File: config.mk
export PLATFORM = sky130hd
export DESIGN_NAME = alu8_core
export DESIGN_NICKNAME = d
export VERILOG_FILES = /design/src/rtl/alu8_pkg.sv /design/src/rtl/alu8_addsub.sv /design/src/rtl/alu8_bitwise.sv /design/src/rtl/alu8_flag_reg.sv /design/src/rtl/alu8_core.sv
export SDC_FILE = /design/constraint.sdc
export NUM_CORES = 1
export LEC_CHECK = 0
export BUFFER_PORTS_ARGS = -buffer_cell sky130_fd_sc_hd__buf_2
export CORE_ASPECT_RATIO = 0.75
export CORE_MARGIN = 2
export CORE_UTILIZATION = 50
export DETAILED_ROUTE_END_ITERATION = 8
export PLACE_DENSITY_LB_ADDON = 0.1
export SYNTH_ARGS = -nofsm -noshare
export SYNTH_HDL_FRONTEND = slang
export SYNTH_SLANG_ARGS = --single-unit
File: constraint.sdc
create_clock -name clk_i -period 5.05 [get_ports clk_i]
set_clock_uncertainty 0.2 [all_clocks]
set_input_delay 1.01 -clock clk_i [delete_from_list [all_inputs] [get_ports clk_i]]
set_output_delay 1.01 -clock clk_i [all_outputs]
set_load 0.05 [all_outputs]
File: src/rtl/alu8_pkg.sv
package alu8_pkg;
  localparam int OP_W  = 4;
  localparam int NFLAG = 6;

  localparam int F_C = 0;
  localparam int F_Z = 1;
  localparam int F_N = 2;
  localparam int F_V = 3;
  localparam int F_S = 4;
  localparam int F_H = 5;

  // logic ops share op[3:2]=01; op[1:0] selects the bitwise function
  typedef enum logic [OP_W-1:0] {
    OP_ADD  = 4'd0,
    OP_ADC  = 4'd1,
    OP_SUB  = 4'd2,
    OP_SBC  = 4'd3,
    OP_AND  = 4'd4,
    OP_OR   = 4'd5,
    OP_XOR  = 4'd6,
    OP_COM  = 4'd7,
    OP_NEG  = 4'd8,
    OP_INC  = 4'd9,
    OP_DEC  = 4'd10,
    OP_WADD = 4'd11,
    OP_WSUB = 4'd12
  } alu_op_e;

  localparam logic [NFLAG-1:0] M_ARITH = 6'b101111;
  localparam logic [NFLAG-1:0] M_LOGIC = 6'b001110;
  localparam logic [NFLAG-1:0] M_COM   = 6'b001111;
  localparam logic [NFLAG-1:0] M_WORD  = 6'b011111;
endpackage

File: src/rtl/alu8_addsub.sv
module alu8_addsub #(
  parameter int W = 8
) (
  input  logic [W-1:0] a_i,
  input  logic [W-1:0] b_i,
  input  logic         ci_i,
  input  logic         sub_i,
  output logic [W-1:0] r_o,
  output logic         co_o,
  output logic         h_o,
  output logic         v_o
);
  localparam int NIB = 4;

  logic [W-1:0] bx;
  logic         cx;
  logic [W:0]   sum;
  logic [NIB:0] nib;

  // subtract as a + ~b + ~borrow_in; carries inverted back to borrows
  assign bx  = sub_i ? ~b_i : b_i;
  assign cx  = ci_i ^ sub_i;
  assign sum = {1'b0, a_i} + {1'b0, bx} + {{W{1'b0}}, cx};
  assign nib = {1'b0, a_i[NIB-1:0]} + {1'b0, bx[NIB-1:0]} + {{NIB{1'b0}}, cx};

  assign r_o  = sum[W-1:0];
  assign co_o = sum[W] ^ sub_i;
  assign h_o  = nib[NIB] ^ sub_i;
  assign v_o  = (a_i[W-1] == bx[W-1]) && (r_o[W-1] != a_i[W-1]);
endmodule

File: src/rtl/alu8_bitwise.sv
module alu8_bitwise #(
  parameter int W = 8
) (
  input  logic [W-1:0] a_i,
  input  logic [W-1:0] b_i,
  input  logic [1:0]   sel_i,
  output logic [W-1:0] r_o
);
  always_comb begin
    unique case (sel_i)
      2'b00:   r_o = a_i & b_i;
      2'b01:   r_o = a_i | b_i;
      2'b10:   r_o = a_i ^ b_i;
      default: r_o = ~a_i;
    endcase
  end
endmodule

File: src/rtl/alu8_flag_reg.sv
module alu8_flag_reg #(
  parameter int N = 6
) (
  input  logic         clk_i,
  input  logic         rst_ni,
  input  logic [N-1:0] we_i,
  input  logic [N-1:0] d_i,
  output logic [N-1:0] q_o
);
  for (genvar i = 0; i < N; i++) begin : g_bit
    always_ff @(posedge clk_i or negedge rst_ni) begin
      if (!rst_ni)      q_o[i] <= 1'b0;
      else if (we_i[i]) q_o[i] <= d_i[i];
    end
  end
endmodule

File: src/rtl/alu8_core.sv
module alu8_core
  import alu8_pkg::*;
#(
  parameter int DATA_W = 8,
  parameter int IMM_W  = 6
) (
  input  logic              clk_i,
  input  logic              rst_ni,
  input  logic              en_i,
  input  logic [OP_W-1:0]   op_i,
  input  logic [DATA_W-1:0] a_i,
  input  logic [DATA_W-1:0] b_i,
  output logic [DATA_W-1:0] res_o,
  output logic [NFLAG-1:0]  flag_val_o,
  output logic [NFLAG-1:0]  flag_wr_o,
  output logic [NFLAG-1:0]  flags_o
);
  localparam int MSB = DATA_W - 1;

  alu_op_e op;
  assign op = alu_op_e'(op_i);

  logic [DATA_W-1:0] ad_a, ad_b, ad_r, lg_r, res;
  logic              ad_ci, ad_sub, ad_co, ad_h, ad_v;
  logic [NFLAG-1:0]  val, mask, fq;
  logic              z_gate, is_word;
  logic              phase_q, wc_q, lz_q;

  alu8_addsub #(.W(DATA_W)) u_addsub (
    .a_i(ad_a), .b_i(ad_b), .ci_i(ad_ci), .sub_i(ad_sub),
    .r_o(ad_r), .co_o(ad_co), .h_o(ad_h), .v_o(ad_v)
  );

  alu8_bitwise #(.W(DATA_W)) u_bitwise (
    .a_i(a_i), .b_i(b_i), .sel_i(op_i[1:0]), .r_o(lg_r)
  );

  assign is_word = (op == OP_WADD) || (op == OP_WSUB);

  always_comb begin
    ad_a   = a_i;
    ad_b   = b_i;
    ad_ci  = 1'b0;
    ad_sub = 1'b0;
    z_gate = 1'b1;
    mask   = '0;
    val    = '0;
    res    = ad_r;
    unique case (op)
      OP_ADD: mask = M_ARITH;
      OP_ADC: begin mask = M_ARITH; ad_ci = fq[F_C]; end
      OP_SUB: begin mask = M_ARITH; ad_sub = 1'b1; end
      OP_SBC: begin
        mask = M_ARITH; ad_sub = 1'b1; ad_ci = fq[F_C]; z_gate = fq[F_Z];
      end
      OP_AND, OP_OR, OP_XOR: begin mask = M_LOGIC; res = lg_r; end
      OP_COM: begin mask = M_COM; res = lg_r; end
      OP_NEG: begin
        mask = M_ARITH; ad_a = '0; ad_b = a_i; ad_sub = 1'b1;
      end
      OP_INC: begin mask = M_LOGIC; ad_b = DATA_W'(1); end
      OP_DEC: begin mask = M_LOGIC; ad_b = DATA_W'(1); ad_sub = 1'b1; end
      OP_WADD, OP_WSUB: begin
        ad_sub = (op == OP_WSUB);
        if (!phase_q) begin
          ad_b = {{(DATA_W-IMM_W){1'b0}}, b_i[IMM_W-1:0]};
        end else begin
          ad_b   = '0;
          ad_ci  = wc_q;
          z_gate = lz_q;
          mask   = M_WORD;
        end
      end
      default: res = '0;
    endcase
    val[F_C] = ad_co;
    val[F_H] = ad_h;
    val[F_V] = ad_v;
    if (op == OP_AND || op == OP_OR || op == OP_XOR || op == OP_COM) begin
      val[F_V] = 1'b0;
      val[F_C] = 1'b1;
    end
    val[F_Z] = (res == '0) && z_gate;
    val[F_N] = res[MSB];
    val[F_S] = val[F_N] ^ val[F_V];
  end

  alu8_flag_reg #(.N(NFLAG)) u_flags (
    .clk_i(clk_i), .rst_ni(rst_ni),
    .we_i(en_i ? mask : '0), .d_i(val), .q_o(fq)
  );

  // word phase: low half latches carry/borrow and zero state
  always_ff @(posedge clk_i or negedge rst_ni) begin
    if (!rst_ni) begin
      phase_q <= 1'b0;
      wc_q    <= 1'b0;
      lz_q    <= 1'b0;
    end else if (en_i) begin
      if (is_word && !phase_q) begin
        phase_q <= 1'b1;
        wc_q    <= ad_co;
        lz_q    <= (ad_r == '0);
      end else begin
        phase_q <= 1'b0;
      end
    end
  end

  assign res_o      = res;
  assign flag_val_o = val;
  assign flag_wr_o  = mask;
  assign flags_o    = fq;

  a_r4_logic_v_clear: assert property (@(posedge clk_i) disable iff (!rst_ni)
    (op == OP_AND || op == OP_OR || op == OP_XOR) |-> (flag_wr_o[F_V] && !flag_val_o[F_V]));

  a_r5_com_c_set: assert property (@(posedge clk_i) disable iff (!rst_ni)
    (op == OP_COM) |-> (flag_val_o[F_C] && !flag_val_o[F_V] && !flag_wr_o[F_H]));

  a_r3_sbc_z_sticky: assert property (@(posedge clk_i) disable iff (!rst_ni)
    (op == OP_SBC && !flags_o[F_Z]) |-> !flag_val_o[F_Z]);

  a_r7_incdec_c_kept: assert property (@(posedge clk_i) disable iff (!rst_ni)
    (en_i && (op == OP_INC || op == OP_DEC)) |=> (flags_o[F_C] == $past(flags_o[F_C])));

  a_r8_word_lo_no_write: assert property (@(posedge clk_i) disable iff (!rst_ni)
    (en_i && is_word && !phase_q) |=> ($stable(flags_o) && phase_q));

  a_r8_word_hi_done: assert property (@(posedge clk_i) disable iff (!rst_ni)
    (en_i && phase_q) |=> !phase_q);

  a_r10_idle_hold: assert property (@(posedge clk_i) disable iff (!rst_ni)
    !en_i |=> $stable(flags_o));

  a_r12_unused_quiet: assert property (@(posedge clk_i) disable iff (!rst_ni)
    (op_i > 4'd12) |-> (flag_wr_o == '0 && res_o == '0));
endmodule

# --- Word-level counts from Yosys, hierarchy flattened ---
# Cells that the tools add are included.
op_classes:
  mux: 17
  eq_ne: 16
  bitwise: 9
  add_sub_neg: 4
  reduce_logical: 21
ops:
  columns: ["cell", "count"]
  rows:
  - ["one-hot mux 8 bit (3 select lines)", 2]
  - ["one-hot mux 6 bit (4 select lines)", 1]
  - ["equality test 4 bit, second input constant", 5]
  - ["equality test 4 x 3 -> 1 bit, second input constant", 4]
  - ["zero test 8 bit", 2]
  - ["two-way mux 8 bit", 2]
  - ["inverter 8 bit", 2]
  - ["one-hot mux 8 bit (2 select lines)", 1]
  - ["two-way mux 6 bit", 2]
  - ["OR reduction 5 bit", 2]
  - ["adder 8 x 8 -> 9 bit", 1]
  - ["adder 9 x 1 -> 9 bit", 1]
  - ["OR reduction 9 bit", 1]
  - ["bitwise AND 8 bit", 1]
  - ["equality test 4 x 2 -> 1 bit, second input constant", 2]
  - ["OR 8 bit", 1]
  - ["OR reduction 4 bit", 2]
  - ["XOR 8 bit", 1]
  - ["one-hot mux 1 bit (2 select lines)", 3]
  - ["OR reduction 2 bit", 3]
  - ["adder 4 x 4 -> 5 bit", 1]
  - ["adder 5 x 1 -> 5 bit", 1]
  - ["two-way mux 1 bit", 5]
  - ["two-way mux 5 bit", 1]
  - ["12 further kinds", 20]
totals:
  regBits: 9
  out_inout_bits: 26

# --- Longest topological paths before layout ---
depth:
  depth_word: 11
  mapped_depth: 15

# --- Modules after synthesis ---
# Synthesis repeated with hierarchy kept, for this count alone.
unflattened:
  hier_cells: 213
  area_unflattened_um2: 1916.8
modules_own_cells:
  columns: ["module", "seq_area_each_um2", "cells_per_inst", "n_inst", "area_per_inst_um2"]
  rows:
  - ["alu8_core", 75.1, 101, 1, 759.5]
  - ["alu8_bitwise", 0.0, 50, 1, 493.0]
  - ["alu8_addsub", 0.0, 50, 1, 424.2]
  - ["alu8_flag_reg", 150.1, 12, 1, 240.2]

# --- Least setup slack after synthesis ---
# No wires, ideal clock.
synth_timing:
  path_type: "in2out"
  from: "input op_i[1]"
  to: "output flag_val_o[1]"
  arrival_ps: 5563
  path_buffers: 1
  stages: 13
  slack_ps: -1723
  path_cell_list: "buf_6 -> nor2_1 -> a21oi_1 -> nor2_1 -> a32oi_1 -> xnor2_1 -> fa_1 -> a211oi_2 -> o21bai_1 -> a21oi_1 -> xor2_1 -> o21ai_0 -> nor3_1"
synth_between:
  elab_chain_len: 10
synth_lines:
  columns: ["element", "line", "rtl"]
  rows:
  - ["start: declaration", "alu8_core.sv:10", "input logic [OP_W-1:0] op_i,"]
  - ["equality test 4 bit, on equally long branches", "alu8_core.sv:49, alu8_core.sv:64", null]
  - ["OR reduction 2 bit", null, null]
  - ["one-hot mux 8 bit (3 select lines)", "alu8_core.sv:49", "unique case (op)"]
  - ["inverter 8 bit", "alu8_addsub.sv:21", "assign bx = sub_i ? ~b_i : b_i;"]
  - ["two-way mux 8 bit", "alu8_addsub.sv:21", null]
  - ["adder 8 x 8 -> 9 bit", "alu8_addsub.sv:23", "assign sum = {1'b0, a_i} + {1'b0, bx} + {{W{1'b0}}, cx};"]
  - ["adder 9 x 1 -> 9 bit", "alu8_addsub.sv:23", null]
  - ["one-hot mux 8 bit (2 select lines) *", "alu8_core.sv:49", null]
  - ["net res_o[5]", "alu8_core.sv:13", "output logic [DATA_W-1:0] res_o,"]
  - ["zero test 8 bit *", "alu8_core.sv:83", "val[F_Z] = (res == '0) && z_gate;"]
  - ["logical AND 1 bit *", "alu8_core.sv:83", null]
  - ["end: declaration", "alu8_core.sv:14", "output logic [NFLAG-1:0] flag_val_o,"]
# Mark *: on every way through the listed nets, which the timed path passes. The rest lies on a longest branch.

# --- Final worst setup path ---
layout_timing:
  from: "input op_i[0]"
  to: "output flag_val_o[1]"
layout_between:
  elab_chain_len: 10
layout_lines:
  columns: ["element", "line"]
  rows:
  - ["equality test 4 bit, on equally long branches", "alu8_core.sv:49, alu8_core.sv:64"]
  - ["OR reduction 2 bit", null]
  - ["one-hot mux 8 bit (3 select lines)", "alu8_core.sv:49"]
  - ["inverter 8 bit", "alu8_addsub.sv:21"]
  - ["two-way mux 8 bit", "alu8_addsub.sv:21"]
  - ["adder 8 x 8 -> 9 bit", "alu8_addsub.sv:23"]
  - ["adder 9 x 1 -> 9 bit", "alu8_addsub.sv:23"]
  - ["one-hot mux 8 bit (2 select lines)", "alu8_core.sv:49"]
  - ["zero test 8 bit", "alu8_core.sv:83"]
  - ["logical AND 1 bit *", "alu8_core.sv:83"]
# Every way passes the cells marked *; elsewhere a longest branch is shown, timed or not.

==> impl_metrics.csv <==
group,metric,value,unit
drt,routed_wire_length_per_instance,18.59,µm
critical_path,cp_cell_sequence,"buf_6 > nor2b_4 > o21ai_2 > nand3_2 > nand2_2 > mux2_4 > a221o_1 > fa_2 > inv_2 > fa_2 > nor2b_2 > o22a_1 > xnor2_2 > o22a_1 > nand4b_1 > nor3_4 > buf_6",
pwr,clock_power_share,0.092,
cts,tritoncts_buffers,3,
sta,final_max_slew_viol_count,0,
sta,grt_setup_unrepaired,"yes",
global_route,global_route.usage.met3,0.04116,
synth,yosysWarningCount,0,
flow_run,timing.max_cap.violations,0,
synth,ranking_of_synthesized_cells_by_instance_count,"sky130_fd_sc_hd__inv_1 (30), sky130_fd_sc_hd__nand2_1 (26), sky130_fd_sc_hd__nor2_1 (24), sky130_fd_sc_hd__ha_1 (23), sky130_fd_sc_hd__a21oi_1 (16)",
global_route,antenna_found_initial,0,
synth,synth-edff-count,0,
drt,dr.pass1.iters,4,
synth,count_of_state_elements_after_synthesis,9,
place,dp_cells,399,
global_route,met1_usage,0.4239,
pwr,vdd_drop_max,0.3514,mV
critical_path,critical_path_required,3.84,ns
critical_path,worst-path-max-fanout,4,
outcome,failing_checks,"negative setup slack",
finish,area_growth_syn_to_layout,59.88,%
synth,synth.avg_cell_area,7.748,µm²
sta,maxClockFrequency,186.2,MHz
sta,finalWorstPathRequiredPeriod,5.372,ns
global_route,sum_of_overflow_across_all_layers_after_global_routing,0,
cts,ctsHtreeMaxLevel,1,
place,hpwl,5.154,mm
finish,final_cells,426,
cts,root_buffer,"sky130_fd_sc_hd__clkbuf_8",
synth,cell_area_synth,2014,µm²
cts,clk_pin_slew_worst_paths,0.05,ns
synth,synth_cell_type_count,66,
critical_path,crit_cells,17,
sta,worst_tran_pin_value,0.8670,ns
critical_path,critical_path.slowest_cell,"sky130_fd_sc_hd__fa_2",
global_route,first_global_vias,2411,
drt,num_vias,2509,
die,die-height,58.97,µm
critical_path,crit_arrival,4.16,ns
sta,whs,0.3099,ns
synth,synth_area_leaders,"sky130_fd_sc_hd__ha_1 (14%), sky130_fd_sc_hd__dfrtp_1 (11%), sky130_fd_sc_hd__inv_1 (5.6%), sky130_fd_sc_hd__nand2_1 (4.8%), sky130_fd_sc_hd__nor2_1 (4.5%)",
die,initial_utilization,0.5363,
drt,drt_wl_total,7.920,mm
die,placement_rows,19,
pwr,cellInternalPower,0.4746,mW
hold_path,holdCritPathClass,"reg -> reg",
synth,synth_area_leader_cell,"sky130_fd_sc_hd__ha_1",
die,placeable_core_region,3756,µm²
pwr,power.static_leakage,1.591,nW
synth,synth.top_cell.area_share,0.1429,
cts,clock_latency,0.24,ns
cts,tritoncts_num_sinks,9,
synth,post-synth-top-count-cell,"sky130_fd_sc_hd__inv_1",
global_route,busiest_layer,"met2",
finish,number_of_diodes,0,
hold_path,holdPathStages,1,
finish,final_core_utilization,0.8574,
critical_path,cp_slowest_stage_delay,0.36,ns
global_route,grt_pass1_wl,11.62,mm
synth,synthesis.instances,260,
finish,drive_above_1_share,0.5107,
place,gp_congestion,0.8893,
die,die-width,77.29,µm
sta,min_period_over_period,1.064,
critical_path,cp_num_buf_inv,3,
global_route,gr_util_met2,0.5913,
drt,number_of_nets_with_antenna_violations_after_detailed_routing,0,
sta,setup_viol_count_final,6,
critical_path,criticalPathCategory,"in -> out",
critical_path,worst-r2r-cell-count,27,
cts,clock_tree_from_tritoncts,"done",
critical_path,timing.critical_path.to_type,"output pin",
pwr,pwr-share-comb,0.804,
pwr,power.net_switching,0.4966,mW
finish,final_cell_area,3221,µm²
die,io_pins,49,
critical_path,critical_path.top_delay_family,"compound AO/OA/AOI/OAI gates",
sta,count_of_endpoints_failing_hold_in_the_final_timing_report,0,
global_route,grt_max_degree,15,
sta,fin_ws,-0.3220,ns
finish,final_net_count,423,
outcome,outcome,"finished, violations left",
drt,vias_per_cell,5.890,
pwr,power_density,301.6,nW/µm²
synth,syn-num-nets,308,
drt,drc,0,
sta,slew-limit-headroom,0.4208,
die,die_area,4558,µm²
critical_path,start_kind,"input pin",
place,placedInstanceArea,2815,µm²
synth,synth_sequential_area_ratio,0.1118,
drt,drt_iter0_markers,190,
cts,cts_max_path_buffers,2,
synth,asyncSetResetFlopFracSynth,1.000,
pwr,seq_power_share,0.104,
synth,dominantRegCellSynth,"sky130_fd_sc_hd__dfrtp_1",
pwr,power_switching_share,0.5113,
global_route,gr-usage-all-layers,0.3283,
place,port-buffer-count,48,
## final cells by class
type | instances | area, µm²
multi-input cells | 204 | 1832
well taps | 52 | 65.06
clock buffers | 4 | 45.04
fillers | 216 | 535.5
repair buffers | 127 | 940.9
flip-flops and latches | 9 | 225.2
inverters | 30 | 112.6
## state kept, by name, summed over array words and instances, names as in the netlist
name,count
u_flags.q_o,6
lz_q,1
phase_q,1
wc_q,1
## cells by family after synthesis
kind of cell / count (synthesis) / share of synthesized area
multiplexers: 11 / 0.08695
adder cells (fa/ha/maj): 25 / 0.1627
XOR/XNOR: 13 / 0.05652
AND/OR/NAND/NOR: 78 / 0.1938
flip-flops: 9 / 0.1118
buffers and inverters: 47 / 0.1056
AO/OA/AOI/OAI: 77 / 0.2826
## worst paths after layout
path                                             from                          to  slack (ns)
max                                           op_i[0]               flag_val_o[1]       -0.32
min                        u_flags.q_o[5]$_DFFE_PN0P_  u_flags.q_o[5]$_DFFE_PN0P_        0.31
max reg2reg                       phase_q$_DFFE_PN0P_            lz_q$_DFFE_PN0P_        0.19
min reg2reg                u_flags.q_o[5]$_DFFE_PN0P_  u_flags.q_o[5]$_DFFE_PN0P_        0.31
max in group asynchronous                      rst_ni  u_flags.q_o[1]$_DFFE_PN0P_        4.04
min in group asynchronous                      rst_ni  u_flags.q_o[2]$_DFFE_PN0P_        0.42
## per-layer routing
| layer | up-vias | part of all wire |
|---|---|---|
| li1 | 1147 | - |
| met5 | - | 0 |
| met1 | 1206 | 0.42 |
| met3 | 33 | 0.059 |
| met2 | 123 | 0.48 |
| met4 | 0 | 0.037 |
## power by group through the flow
| stage | Clock (mW) | Sequential (mW) | Combinational [mW] |
|---|---|---|---|
| floorplan | 0 | 0.146 | 0.390 |
| global placement | 0 | 0.0986 | 0.613 |
| detailed placement | 0 | 0.0993 | 0.622 |
| CTS | 0.0857 | 0.0991 | 0.704 |
| global route | 0.0911 | 0.101 | 0.811 |
| finish | 0.0889 | 0.101 | 0.781 |
## metrics by stage
stage | setup slack [ns] | TNS, ns | total power [mW]
final | -0.3220 | -1.023 | 0.9713
after global routing | -0.3868 | -1.836 | 1.004
after CTS | -0.2243 | -0.6008 | 0.8886
after detailed placement | -0.4703 | -2.092 | 0.7217
after global placement | -0.4270 | -1.671 | 0.7112
after floorplan | -0.2488 | -0.4423 | 0.5354
## layout by cell type, fill, tap and decap left out, types with 3 or more instances in the layout
cell                       Yosys  routed
sky130_fd_sc_hd__buf_4         4      76
sky130_fd_sc_hd__buf_2         5      36
sky130_fd_sc_hd__inv_1        30      28
sky130_fd_sc_hd__nand2_1      26      23
sky130_fd_sc_hd__ha_1         23      21
sky130_fd_sc_hd__nor2_1       24      20
sky130_fd_sc_hd__a21oi_1      16      13
sky130_fd_sc_hd__buf_6         2      10
sky130_fd_sc_hd__dfrtp_1       9       9
sky130_fd_sc_hd__xnor2_1      10       7
sky130_fd_sc_hd__nand2b_1      6       6
sky130_fd_sc_hd__o21ai_0      13       6
sky130_fd_sc_hd__mux2_2        6       4
sky130_fd_sc_hd__o21ai_1       2       4
sky130_fd_sc_hd__a22oi_1       5       4
sky130_fd_sc_hd__o21ai_2       1       3
sky130_fd_sc_hd__nor3_1        6       3
sky130_fd_sc_hd__a21oi_2       1       3
sky130_fd_sc_hd__o22ai_1       4       3
sky130_fd_sc_hd__o21ai_4       0       3
sky130_fd_sc_hd__xnor2_2       0       3
sky130_fd_sc_hd__clkbuf_8      0       3
## what timing repair did
item                                   in CTS  in global routing
pin swaps                                  16                 12
buffers inserted                           20                  3
hold buffers                                0                  0
resized for setup                          26                 25
setup endpoints to repair                   9                 12
endpoints found under the hold margin       0                  0
(Power assumes the default switching activity.)
